`config.mk`:
```
export PLATFORM = sky130hd
export DESIGN_NAME = pkt_out_coalescer
export DESIGN_NICKNAME = d
export VERILOG_FILES = /design/src/rtl/oc_pkg.sv /design/src/rtl/oc_count_unit.sv /design/src/rtl/oc_tick_timer.sv /design/src/rtl/oc_irq_gen.sv /design/src/rtl/pkt_out_coalescer.sv
export SDC_FILE = /design/constraint.sdc
export NUM_CORES = 1
export LEC_CHECK = 0
export ABC_AREA = 0
export BUFFER_PORTS_ARGS = -buffer_cell sky130_fd_sc_hd__buf_2
export CAP_MARGIN = 40
export CELL_PAD_IN_SITES_DETAIL_PLACEMENT = 0
export CELL_PAD_IN_SITES_GLOBAL_PLACEMENT = 1
export CORE_UTILIZATION = 50
export DETAILED_ROUTE_END_ITERATION = 8
export PLACE_DENSITY = 0.91
export SLEW_MARGIN = 20
export SYNTH_ARGS = -nofsm -noshare
export SYNTH_HDL_FRONTEND = slang
export SYNTH_HIERARCHICAL = 1
export SYNTH_SLANG_ARGS = --single-unit
```
`constraint.sdc`:
```
create_clock -name clk -period 23.3 [get_ports clk]
set_clock_uncertainty 0.05 [all_clocks]
set_input_delay 6.99 -clock clk [delete_from_list [all_inputs] [get_ports clk]]
set_output_delay 6.99 -clock clk [all_outputs]
set_load 0.005 [all_outputs]
```
`src/rtl/oc_pkg.sv`:
```
package oc_pkg;
    localparam int CNT_W    = 32;
    localparam int TMR_W    = 22;
    localparam int LEN_W    = 16;
    localparam int PRESCALE = 2048;

    typedef enum logic [1:0] {
        SEL_COUNT = 2'd0,
        SEL_CLVL  = 2'd1,
        SEL_CFG   = 2'd2,
        SEL_STAT  = 2'd3
    } reg_sel_e;

    typedef struct packed {
        logic             byte_mode;
        logic             enable;
        logic [TMR_W-1:0] tlvl;
        logic [CNT_W-1:0] clvl;
    } cfg_t;
endpackage

```
`src/rtl/oc_count_unit.sv`:
```
module oc_count_unit #(
    parameter int CNT_W = oc_pkg::CNT_W
) (
    input  logic             clk,
    input  logic             rst_n,
    input  logic [CNT_W-1:0] add_val,
    input  logic             sub_en,
    input  logic [CNT_W-1:0] sub_val,
    output logic [CNT_W-1:0] cnt_o,
    output logic             zero_next_o
);
    typedef struct packed {
        logic [CNT_W-1:0] cnt;
    } st_t;

    st_t st_d, st_q;
    logic [CNT_W:0] wide;
    logic [CNT_W:0] sub_w;

    always_comb begin
        st_d  = st_q;
        sub_w = sub_en ? {1'b0, sub_val} : '0;
        wide  = {1'b0, st_q.cnt} + {1'b0, add_val};
        if (wide >= sub_w) begin
            wide = wide - sub_w;
        end else begin
            wide = '0;
        end
        if (wide[CNT_W]) begin
            st_d.cnt = '1;
        end else begin
            st_d.cnt = wide[CNT_W-1:0];
        end
    end

    always_ff @(posedge clk) begin
        if (!rst_n) begin
            st_q <= '0;
        end else begin
            st_q <= st_d;
        end
    end

    assign cnt_o       = st_q.cnt;
    assign zero_next_o = (st_d.cnt == '0);

    AST_SUB_NO_RISE: assert property (@(posedge clk) disable iff (!rst_n)
        (sub_en && add_val == '0) |=> (cnt_o <= $past(cnt_o)));
    AST_ADD_NO_FALL: assert property (@(posedge clk) disable iff (!rst_n)
        (!sub_en) |=> (cnt_o >= $past(cnt_o)));
endmodule

```
`src/rtl/oc_tick_timer.sv`:
```
module oc_tick_timer #(
    parameter int TMR_W    = oc_pkg::TMR_W,
    parameter int PRESCALE = oc_pkg::PRESCALE
) (
    input  logic             clk,
    input  logic             rst_n,
    input  logic             busy,
    input  logic             clear,
    output logic [TMR_W-1:0] tmr_o
);
    localparam int PW = (PRESCALE > 1) ? $clog2(PRESCALE) : 1;
    localparam logic [PW-1:0] PRE_LAST = PW'(PRESCALE - 1);

    typedef struct packed {
        logic [PW-1:0]    pre;
        logic [TMR_W-1:0] tmr;
    } st_t;

    st_t  st_d, st_q;
    logic tick;

    always_comb begin
        st_d = st_q;
        tick = busy && (st_q.pre == PRE_LAST);
        if (busy) begin
            st_d.pre = tick ? '0 : st_q.pre + 1'b1;
        end else begin
            st_d.pre = '0;
        end
        if (tick && (st_q.tmr != '1)) begin
            st_d.tmr = st_q.tmr + 1'b1;
        end
        if (clear) begin
            st_d.pre = '0;
            st_d.tmr = '0;
        end
    end

    always_ff @(posedge clk) begin
        if (!rst_n) begin
            st_q <= '0;
        end else begin
            st_q <= st_d;
        end
    end

    assign tmr_o = st_q.tmr;

    AST_TMR_STEP: assert property (@(posedge clk) disable iff (!rst_n)
        1'b1 |=> (tmr_o == $past(tmr_o) || tmr_o == $past(tmr_o) + 1'b1 || tmr_o == '0));
    AST_TMR_IDLE: assert property (@(posedge clk) disable iff (!rst_n)
        (!busy) |=> (tmr_o == $past(tmr_o) || tmr_o == '0));
endmodule

```
`src/rtl/oc_irq_gen.sv`:
```
module oc_irq_gen #(
    parameter int CNT_W = oc_pkg::CNT_W,
    parameter int TMR_W = oc_pkg::TMR_W
) (
    input  logic             clk,
    input  logic             rst_n,
    input  logic [CNT_W-1:0] cnt,
    input  logic [CNT_W-1:0] clvl,
    input  logic [TMR_W-1:0] tmr,
    input  logic [TMR_W-1:0] tlvl,
    input  logic             resend,
    output logic             irq_o,
    output logic             msg_o
);
    typedef struct packed {
        logic prev;
        logic msg;
    } st_t;

    st_t  st_d, st_q;
    logic cond;

    always_comb begin
        cond      = (cnt > clvl) || (tmr > tlvl);
        st_d.prev = cond;
        st_d.msg  = cond && (!st_q.prev || resend);
    end

    always_ff @(posedge clk) begin
        if (!rst_n) begin
            st_q <= '0;
        end else begin
            st_q <= st_d;
        end
    end

    assign irq_o = cond;
    assign msg_o = st_q.msg;

    AST_MSG_NEEDS_IRQ: assert property (@(posedge clk) disable iff (!rst_n)
        msg_o |-> $past(irq_o));
    AST_MSG_ON_RISE: assert property (@(posedge clk) disable iff (!rst_n)
        $rose(irq_o) |=> msg_o);
    AST_RESEND_IDLE: assert property (@(posedge clk) disable iff (!rst_n)
        (resend && !irq_o) |=> !msg_o);
endmodule

```
`src/rtl/pkt_out_coalescer.sv`:
```
module pkt_out_coalescer #(
    parameter int CNT_W    = oc_pkg::CNT_W,
    parameter int TMR_W    = oc_pkg::TMR_W,
    parameter int LEN_W    = oc_pkg::LEN_W,
    parameter int PRESCALE = oc_pkg::PRESCALE
) (
    input  logic             clk,
    input  logic             rst_n,
    input  logic             sent,
    input  logic [LEN_W-1:0] sent_len,
    input  logic             reg_wr,
    input  logic [1:0]       reg_sel,
    input  logic [CNT_W-1:0] reg_wdata,
    output logic [CNT_W-1:0] reg_rdata,
    input  logic             resend,
    output logic             irq,
    output logic             msg_req
);
    import oc_pkg::*;

    localparam int BYTE_BIT = CNT_W - 1;
    localparam int EN_BIT   = CNT_W - 2;

    typedef struct packed {
        logic             byte_mode;
        logic             enable;
        logic [TMR_W-1:0] tlvl;
        logic [CNT_W-1:0] clvl;
    } cfg_st_t;

    cfg_st_t          cfg_d, cfg_q;
    logic [CNT_W-1:0] add_val;
    logic             sub_en;
    logic [CNT_W-1:0] cnt;
    logic             zero_next;
    logic [TMR_W-1:0] tmr;

    always_comb begin
        cfg_d = cfg_q;
        if (reg_wr) begin
            case (reg_sel_e'(reg_sel))
                SEL_CLVL: cfg_d.clvl = reg_wdata;
                SEL_CFG: begin
                    cfg_d.byte_mode = reg_wdata[BYTE_BIT];
                    cfg_d.enable    = reg_wdata[EN_BIT];
                    cfg_d.tlvl      = reg_wdata[TMR_W-1:0];
                end
                default: ;
            endcase
        end
        sub_en = reg_wr && (reg_sel_e'(reg_sel) == SEL_COUNT);
        if (!cfg_q.enable || !sent) begin
            add_val = '0;
        end else if (cfg_q.byte_mode) begin
            add_val = CNT_W'(sent_len);
        end else begin
            add_val = CNT_W'(1);
        end
    end

    always_ff @(posedge clk) begin
        if (!rst_n) begin
            cfg_q <= '0;
        end else begin
            cfg_q <= cfg_d;
        end
    end

    oc_count_unit #(.CNT_W(CNT_W)) i_count (
        .clk         (clk),
        .rst_n       (rst_n),
        .add_val     (add_val),
        .sub_en      (sub_en),
        .sub_val     (reg_wdata),
        .cnt_o       (cnt),
        .zero_next_o (zero_next)
    );

    oc_tick_timer #(.TMR_W(TMR_W), .PRESCALE(PRESCALE)) i_timer (
        .clk   (clk),
        .rst_n (rst_n),
        .busy  (cnt != '0),
        .clear (zero_next),
        .tmr_o (tmr)
    );

    oc_irq_gen #(.CNT_W(CNT_W), .TMR_W(TMR_W)) i_irq (
        .clk    (clk),
        .rst_n  (rst_n),
        .cnt    (cnt),
        .clvl   (cfg_q.clvl),
        .tmr    (tmr),
        .tlvl   (cfg_q.tlvl),
        .resend (resend),
        .irq_o  (irq),
        .msg_o  (msg_req)
    );

    always_comb begin
        reg_rdata = '0;
        case (reg_sel_e'(reg_sel))
            SEL_COUNT: reg_rdata = cnt;
            SEL_CLVL:  reg_rdata = cfg_q.clvl;
            SEL_CFG: begin
                reg_rdata[TMR_W-1:0] = cfg_q.tlvl;
                reg_rdata[BYTE_BIT]  = cfg_q.byte_mode;
                reg_rdata[EN_BIT]    = cfg_q.enable;
            end
            default: begin
                reg_rdata[TMR_W-1:0] = tmr;
                reg_rdata[BYTE_BIT]  = irq;
            end
        endcase
    end

    AST_ZERO_CLEARS: assert property (@(posedge clk) disable iff (!rst_n)
        (cnt == '0) |-> (tmr == '0 && !irq));
    AST_DISABLED_HOLD: assert property (@(posedge clk) disable iff (!rst_n)
        (!cfg_q.enable && !sub_en) |=> (cnt == $past(cnt)));
endmodule

```
==> results of run 1 <==
[per-layer routing]
metal | vias to the layer above | wire (um)
met5 | - | 15
met4 | 2 | 884
met3 | 59 | 2660
met2 | 441 | 14800
met1 | 4793 | 14800
li1 | 4936 | -
[area by class of cell]
class                           count  share of cell area (%)
Multi-Input combinational cell   1085                    64.6
Sequential cell                   123                    20.2
Timing Repair Buffer               99                    4.64
Clock buffer                       18                    3.61
Tap cell                          275                    2.83
Inverter                           82                    2.53
Clock inverter                     14                    1.60
[registers in the layout, indices dropped and copies added, names as in the netlist]
signal,count
i_timer/st_q,11
i_timer/tmr_o,22
i_irq/st_q,1
i_count/cnt_o,32
i_irq/msg_o,1
cfg_q,56
[metrics by stage]
step,power (W),instance area [um^2]
5_1_grt,0.00162,12200
2_1_floorplan,0.000965,11100
4_1_cts,0.00149,12100
3_5_place_dp,0.00120,11500
3_3_place_gp,0.00119,11500
6_report,0.00152,12200
[cell usage in the layout, fill, tap and decap left out, types with 10 or more instances in the layout]
cell type / count
o21ai_0: 51
nand3_1: 35
or3_1: 10
ha_1: 120
nand4_1: 20
xnor2_1: 38
a21o_1: 16
o21a_1: 14
a21boi_2: 45
a21oi_1: 123
clkbuf_16: 17
nor2_1: 71
a31oi_1: 13
nor4_1: 15
xor2_1: 29
inv_1: 82
nand2_1: 214
and3_1: 11
a211oi_1: 12
dfxtp_1: 123
mux4_2: 21
conb_1: 16
and2_1: 19
buf_2: 89
nor2b_1: 10
nor3_1: 11
[power by group through the flow]
stage               sequential [W]  combinational [W]  clock, W
finish                    0.000300           0.000931  0.000286
global route              0.000301            0.00102  0.000300
CTS                       0.000298           0.000907  0.000288
detailed placement        0.000302           0.000899         0
global placement          0.000303           0.000890         0
floorplan                 0.000271           0.000694         0
[cell families (layout without fill, tap and decap cells)]
logic type               after synthesis  count (layout)
AO/OA/AOI/OAI                        377             377
XOR/XNOR                              68              68
adder cells (fa/ha/maj)              122             122
buffers and inverters                152             213
flip-flops                           123             123
multiplexers                          32              32
other                                  1              16
AND/OR/NAND/NOR                      470             470
[path summary, 6_finish.rpt]
path,end,slack [ps]
worst min-delay path,i_timer/st_q[22],420
worst min register to register,i_timer/st_q[22],420
worst max register to register,i_timer/st_q[31],15760
worst max-delay path,reg_rdata[19],7940
==> results.sh, run 1 <==
export IMPL_status="completed"
export IMPL_reg2reg_from="cfg_q[55]"
export IMPL_timing_final_crit_share_pct=65.9
export IMPL_die_w_um=151
export IMPL_cts_buffers_inserted=17
export IMPL_grt_use_met1_pct=41.0
export IMPL_cp_common_cell="buf_2"
export IMPL_synth_top_cell_by_area="dfxtp_1"
export IMPL_grt_max_degree=62
export IMPL_wl_per_cell_um=19.6
export IMPL_top_usage_layer="met2"
export IMPL_synth_most_common_cell="nand2_1"
export IMPL_tns_ps=0
export IMPL_max_stage_delay_ps=560
export IMPL_nFillCells=2047
export IMPL_port_buffers=88
export IMPL_finalSetupViolations=0
export IMPL_drt_pass1_iter_count=5
export IMPL_ys_types=97
export IMPL_place_ws_ps=7810
export IMPL_io_pins=89
export IMPL_drt_iter0_drc=846
export IMPL_ys_top_cells_by_area="dfxtp_1 22%, ha_1 14%, nand2_1 7.3%, a21oi_1 5.6%, a21boi_2 4.6%"
export IMPL_viasPerCell=6.03
export IMPL_critical_path_depth=4
export IMPL_path_clk_slew_ps=60
export IMPL_crit_buf_inv=3
export IMPL_synth_adder_area_share_pct=14.0
export IMPL_antenna_found_initial=1
export IMPL_netlist_area_um2=11000
export IMPL_swShare_pct=47.8
export IMPL_rsz0062_at_grt="false"
export IMPL_dp_cells=1661
export IMPL_hold_start="i_timer/st_q[22]"
export IMPL_regArea_um2=2460
export IMPL_syn_avg_cell_area_um2=8.21
export IMPL_drive_above_1_share_pct=17.5
export IMPL_worstPathRequired_ps=16260
export IMPL_sequentialPowerShare_pct=19.8
export IMPL_multi_input_area_um2=7860
export IMPL_pwr_share_comb_pct=61.4
export IMPL_crit_type="in2out"
export IMPL_yosysWarnings=6
export IMPL_min_period_ps=15360
export IMPL_setup_ws_ps=7940
export IMPL_p_clk_share_pct=18.9
export IMPL_rows=53
export IMPL_diodes=0
export IMPL_hold_depth=1
export IMPL_synthSimpleGateAreaFrac_pct=21.1
export IMPL_grt_pass1_vias=9238
export IMPL_synth_compound_gate_area_share_pct=24.4
export IMPL_clock_sinks=123
export IMPL_r2r_worst_path_cells=27
export IMPL_irDropWorstVdd_mv=0.0797
export IMPL_synth_flop_cell="dfxtp_1"
export IMPL_vias=10200
export IMPL_hold_path_class="reg2reg"
export IMPL_yosysSeqAreaShare_pct=22.3
export IMPL_hold_ws_ps=417
export IMPL_path_delay_family="buffers and inverters"
export IMPL_synth_top_family_by_area="compound AO/OA/AOI/OAI gates"
export IMPL_hold_viol=0
export IMPL_pwr_density_cell_nw_per_um2=125
export IMPL_relSlewSlack_pct=44.7
export IMPL_synth_area_mux_share_pct=5.58
export IMPL_die_area_um2=22700
export IMPL_cap_violations=0
export IMPL_cts_root_buf="clkbuf_16"
export IMPL_hpwl_um=25800
export IMPL_p_switching_w=0.000725
export IMPL_yosysTopAreaCellShare_pct=22.3
export IMPL_drt_wl_total_um=33200
export IMPL_final_cells=1696
export IMPL_synth_edf_count=0
export IMPL_core_area_um2=21400
export IMPL_drc=0
export IMPL_endpoint_kind="output pin"
export IMPL_nNetsFinal=1585
export IMPL_worst_path_max_delay_cell="mux4_1"
export IMPL_cts_hold_buf=0
export IMPL_area_growth_synth_to_final_pct=10.2
export IMPL_synthCells=1345
export IMPL_p_leak_nw=4.92
export IMPL_cp_max_fo=28
export IMPL_grt_overflow_total=0
export IMPL_start_kind="input port"
export IMPL_ctsResizeCount=0
export IMPL_h_tree_depth=4
export IMPL_slew_violations=0
export IMPL_internal_power_w=0.000792
export IMPL_grt_pass1_wl_um=51000
export IMPL_worst_pin_slew_ps=826
export IMPL_synthXorXnorAreaFrac_pct=5.46
export IMPL_cp_arrival_ps=8320
export IMPL_gp_congestion=0.943
export IMPL_worstSkewPairLatency_ps=430
export IMPL_initial_core_util_pct=51.7
export IMPL_crit_start="reg_sel[0]"
export IMPL_final_antenna_net_count=0
export IMPL_utilization_pct=57.0
export IMPL_die_height_um=151
export IMPL_grt_util_met3_pct=6.03
export IMPL_cts_setup_buffers=0
export IMPL_cp_cell_sequence="buf_2 -> buf_12 -> mux4_1 -> buf_2"
export IMPL_yosys_top_cells_count="214 x nand2_1, 123 x a21oi_1, 123 x dfxtp_1"
export IMPL_grt_util_met2_pct=46.1
export IMPL_fmaxAchievable_mhz=65.1
export IMPL_cts_tree="built"
export IMPL_async_flop_share_pct=0
export IMPL_ctsLongestPathBuffers=2
export IMPL_track_usage_pct=29.8
export IMPL_ys_seq_elements=123
(Power assumes the default switching activity.)
==> run 2: changes to the inputs <==
--- a/config.mk
+++ b/config.mk
@@ -10,9 +10,9 @@
 export CAP_MARGIN = 40
 export CELL_PAD_IN_SITES_DETAIL_PLACEMENT = 0
 export CELL_PAD_IN_SITES_GLOBAL_PLACEMENT = 1
-export CORE_UTILIZATION = 50
+export CORE_UTILIZATION = 47
 export DETAILED_ROUTE_END_ITERATION = 8
-export PLACE_DENSITY = 0.91
+export PLACE_DENSITY = 0.86
 export SLEW_MARGIN = 20
 export SYNTH_ARGS = -nofsm -noshare
 export SYNTH_HDL_FRONTEND = slang
==> constraint.sdc (replaced) <==
create_clock -name clk -period 15.9 [get_ports clk]
set_clock_uncertainty 0.05 [all_clocks]
set_input_delay 4.77 -clock clk [delete_from_list [all_inputs] [get_ports clk]]
set_output_delay 4.77 -clock clk [all_outputs]
set_load 0.005 [all_outputs]
==> results.sh, run 2 (synthesized netlist as in run 1, its figures left out) <==
export IMPL_status="completed"
export IMPL_grt_pass1_wl_um=53300
export IMPL_drt_met1_wl_um=16200
export IMPL_endpoint_kind="flip-flop"
export IMPL_reg2reg_from="cfg_q[55]"
export IMPL_fmaxAchievable_mhz=90.4
export IMPL_hold_depth=2
export IMPL_pwr_density_cell_nw_per_um2=181
export IMPL_drive_above_1_share_pct=17.4
export IMPL_viasPerCell=5.91
export IMPL_dr_wl_met2_um=14800
export IMPL_nNetsFinal=1586
export IMPL_clock_sinks=123
export IMPL_cp_arrival_ps=11320
export IMPL_h_tree_depth=4
export IMPL_met3_length_um=2290
export IMPL_hold_viol=0
export IMPL_cts_hold_buf=0
export IMPL_cts_setup_buffers=0
export IMPL_hold_start="cfg_q[53]"
export IMPL_tns_ps=0
export IMPL_track_usage_pct=28.8
export IMPL_cap_violations=0
export IMPL_rows=55
export IMPL_p_leak_nw=4.90
export IMPL_r2r_slack_ps=8970
export IMPL_worstPathRequired_ps=16160
export IMPL_wl_per_cell_um=19.6
export IMPL_grt_max_degree=62
export IMPL_cts_tree="built"
export IMPL_worst_path_max_delay_cell="fa_1"
export IMPL_io_pins=89
export IMPL_die_area_um2=24100
export IMPL_initial_core_util_pct=48.3
export IMPL_gp_congestion=0.928
export IMPL_worstSkewPairLatency_ps=420
export IMPL_min_period_ps=11060
export IMPL_antenna_found_initial=1
export IMPL_die_height_um=155
export IMPL_drt_iter0_drc=725
export IMPL_max_stage_delay_ps=460
export IMPL_layout_commonest_cell="nand2_1"
export IMPL_ctsLongestPathBuffers=2
export IMPL_cts_root_buf="clkbuf_16"
export IMPL_rsz0062_at_grt="false"
export IMPL_hpwl_um=26500
export IMPL_final_antenna_net_count=0
export IMPL_nFillCells=2223
export IMPL_finalSetupViolations=0
export IMPL_start_kind="input port"
export IMPL_drt_wl_total_um=34100
export IMPL_crit_type="in2reg"
export IMPL_cts_buffers_inserted=17
export IMPL_vias=10300
export IMPL_postLayoutCellArea_um2=12200
export IMPL_port_buffers=88
export IMPL_final_cells=1736
export IMPL_timing_final_crit_share_pct=69.6
export IMPL_drc=0
export IMPL_dr_max_layer_used="met5"
export IMPL_grt_overflow_total=0
export IMPL_path_clk_slew_ps=60
export IMPL_hold_path_class="reg2reg"
export IMPL_dp_cells=1702
export IMPL_grt_pass1_vias=9513
export IMPL_hold_ws_ps=417
export IMPL_ctsResizeCount=0
export IMPL_area_growth_synth_to_final_pct=10.2
export IMPL_largest_reg_flops=56
export IMPL_core_area_um2=22800
export IMPL_r2r_worst_path_cells=26
export IMPL_drt_pass1_iter_count=5
export IMPL_cp_max_fo=19
export IMPL_min_to="cfg_q[53]"
export IMPL_worst_pin_slew_ps=728
export IMPL_cp_common_cell="a21oi_1"
export IMPL_die_w_um=155
export IMPL_slew_violations=0
export IMPL_relSlewSlack_pct=51.2
export IMPL_irDropWorstVdd_mv=0.0863
export IMPL_regMostFlops="cfg_q"
export IMPL_dpl_cell_area_um2=11600
export IMPL_r2r_end="i_timer/tmr_o[2]"
export IMPL_final_cell_mix="214 x nand2_1, 123 x a21oi_1, 123 x dfxtp_1"
run 2: changes by cell type in the layout (fill, tap and decap cells not counted), sizes merged:
cell / delta
clkbuf: +1
diode: +1
buf: +1
bufinv: -3
clkinvlp: -1
clkinv: +3
run 2: per-layer routing:
| metal | vias up | global-route usage, % |
|---|---|---|
| met5 | - | 0 |
| met2 | 374 | 44.3 |
| met4 | 2 | 9.15 |
| li1 | 4955 | - |
| met3 | 48 | 4.76 |
| met1 | 4882 | 41.0 |
run 2: worst max-delay path: cells and delay by family:
family | cells | cell delay, ps
and+or+nand+nor | 10 | 2690
AOI/OAI and AO/OA | 11 | 2310
xor gates and xnor gates | 2 | 310
buffers and inverters | 2 | 340
adders and majority gates | 2 | 890
run 2: how the worst max path moves through the flow:
stage	from	to	slack, ps	cells after the start
2_1_floorplan	reg_sel[0]	reg_rdata[10]	5510	3
6_report	sent	i_timer/tmr_o[2]	4840	27
5_1_grt	sent	i_timer/tmr_o[2]	4350	27
3_5_place_dp	sent	i_timer/tmr_o[2]	4110	26
4_1_cts	sent	i_timer/tmr_o[2]	4530	26
3_3_place_gp	sent	i_timer/tmr_o[2]	4140	26
run 2: report_power, final:
part           internal, W  switching, W
registers         0.000359     0.0000752
clock network     0.000220      0.000153
logic             0.000537      0.000856
total              0.00112       0.00108
run 2: layout make-up:
class | instances | area (um^2) | area share (%)
clock inverter | 13 | 120 | 0.987
sequential | 123 | 2460 | 20.2
multi-input combinational | 1085 | 7860 | 64.6
timing repair buffer | 100 | 584 | 4.80
antenna | 1 | 2.50 | 0.0206
clock buffer | 19 | 443 | 3.64
inverter | 82 | 308 | 2.53
tap | 313 | 392 | 3.22
run 2: stage by stage:
step / power [W] / setup slack, ps / util (%)
5_1_grt: 0.00235 / 4350 / 53.3
2_1_floorplan: 0.00141 / 5510 / -
4_1_cts: 0.00216 / 4530 / 53.2
3_5_place_dp: 0.00178 / 4110 / 50.7
3_3_place_gp: 0.00178 / 4140 / 50.4
6_report: 0.00220 / 4840 / 53.3
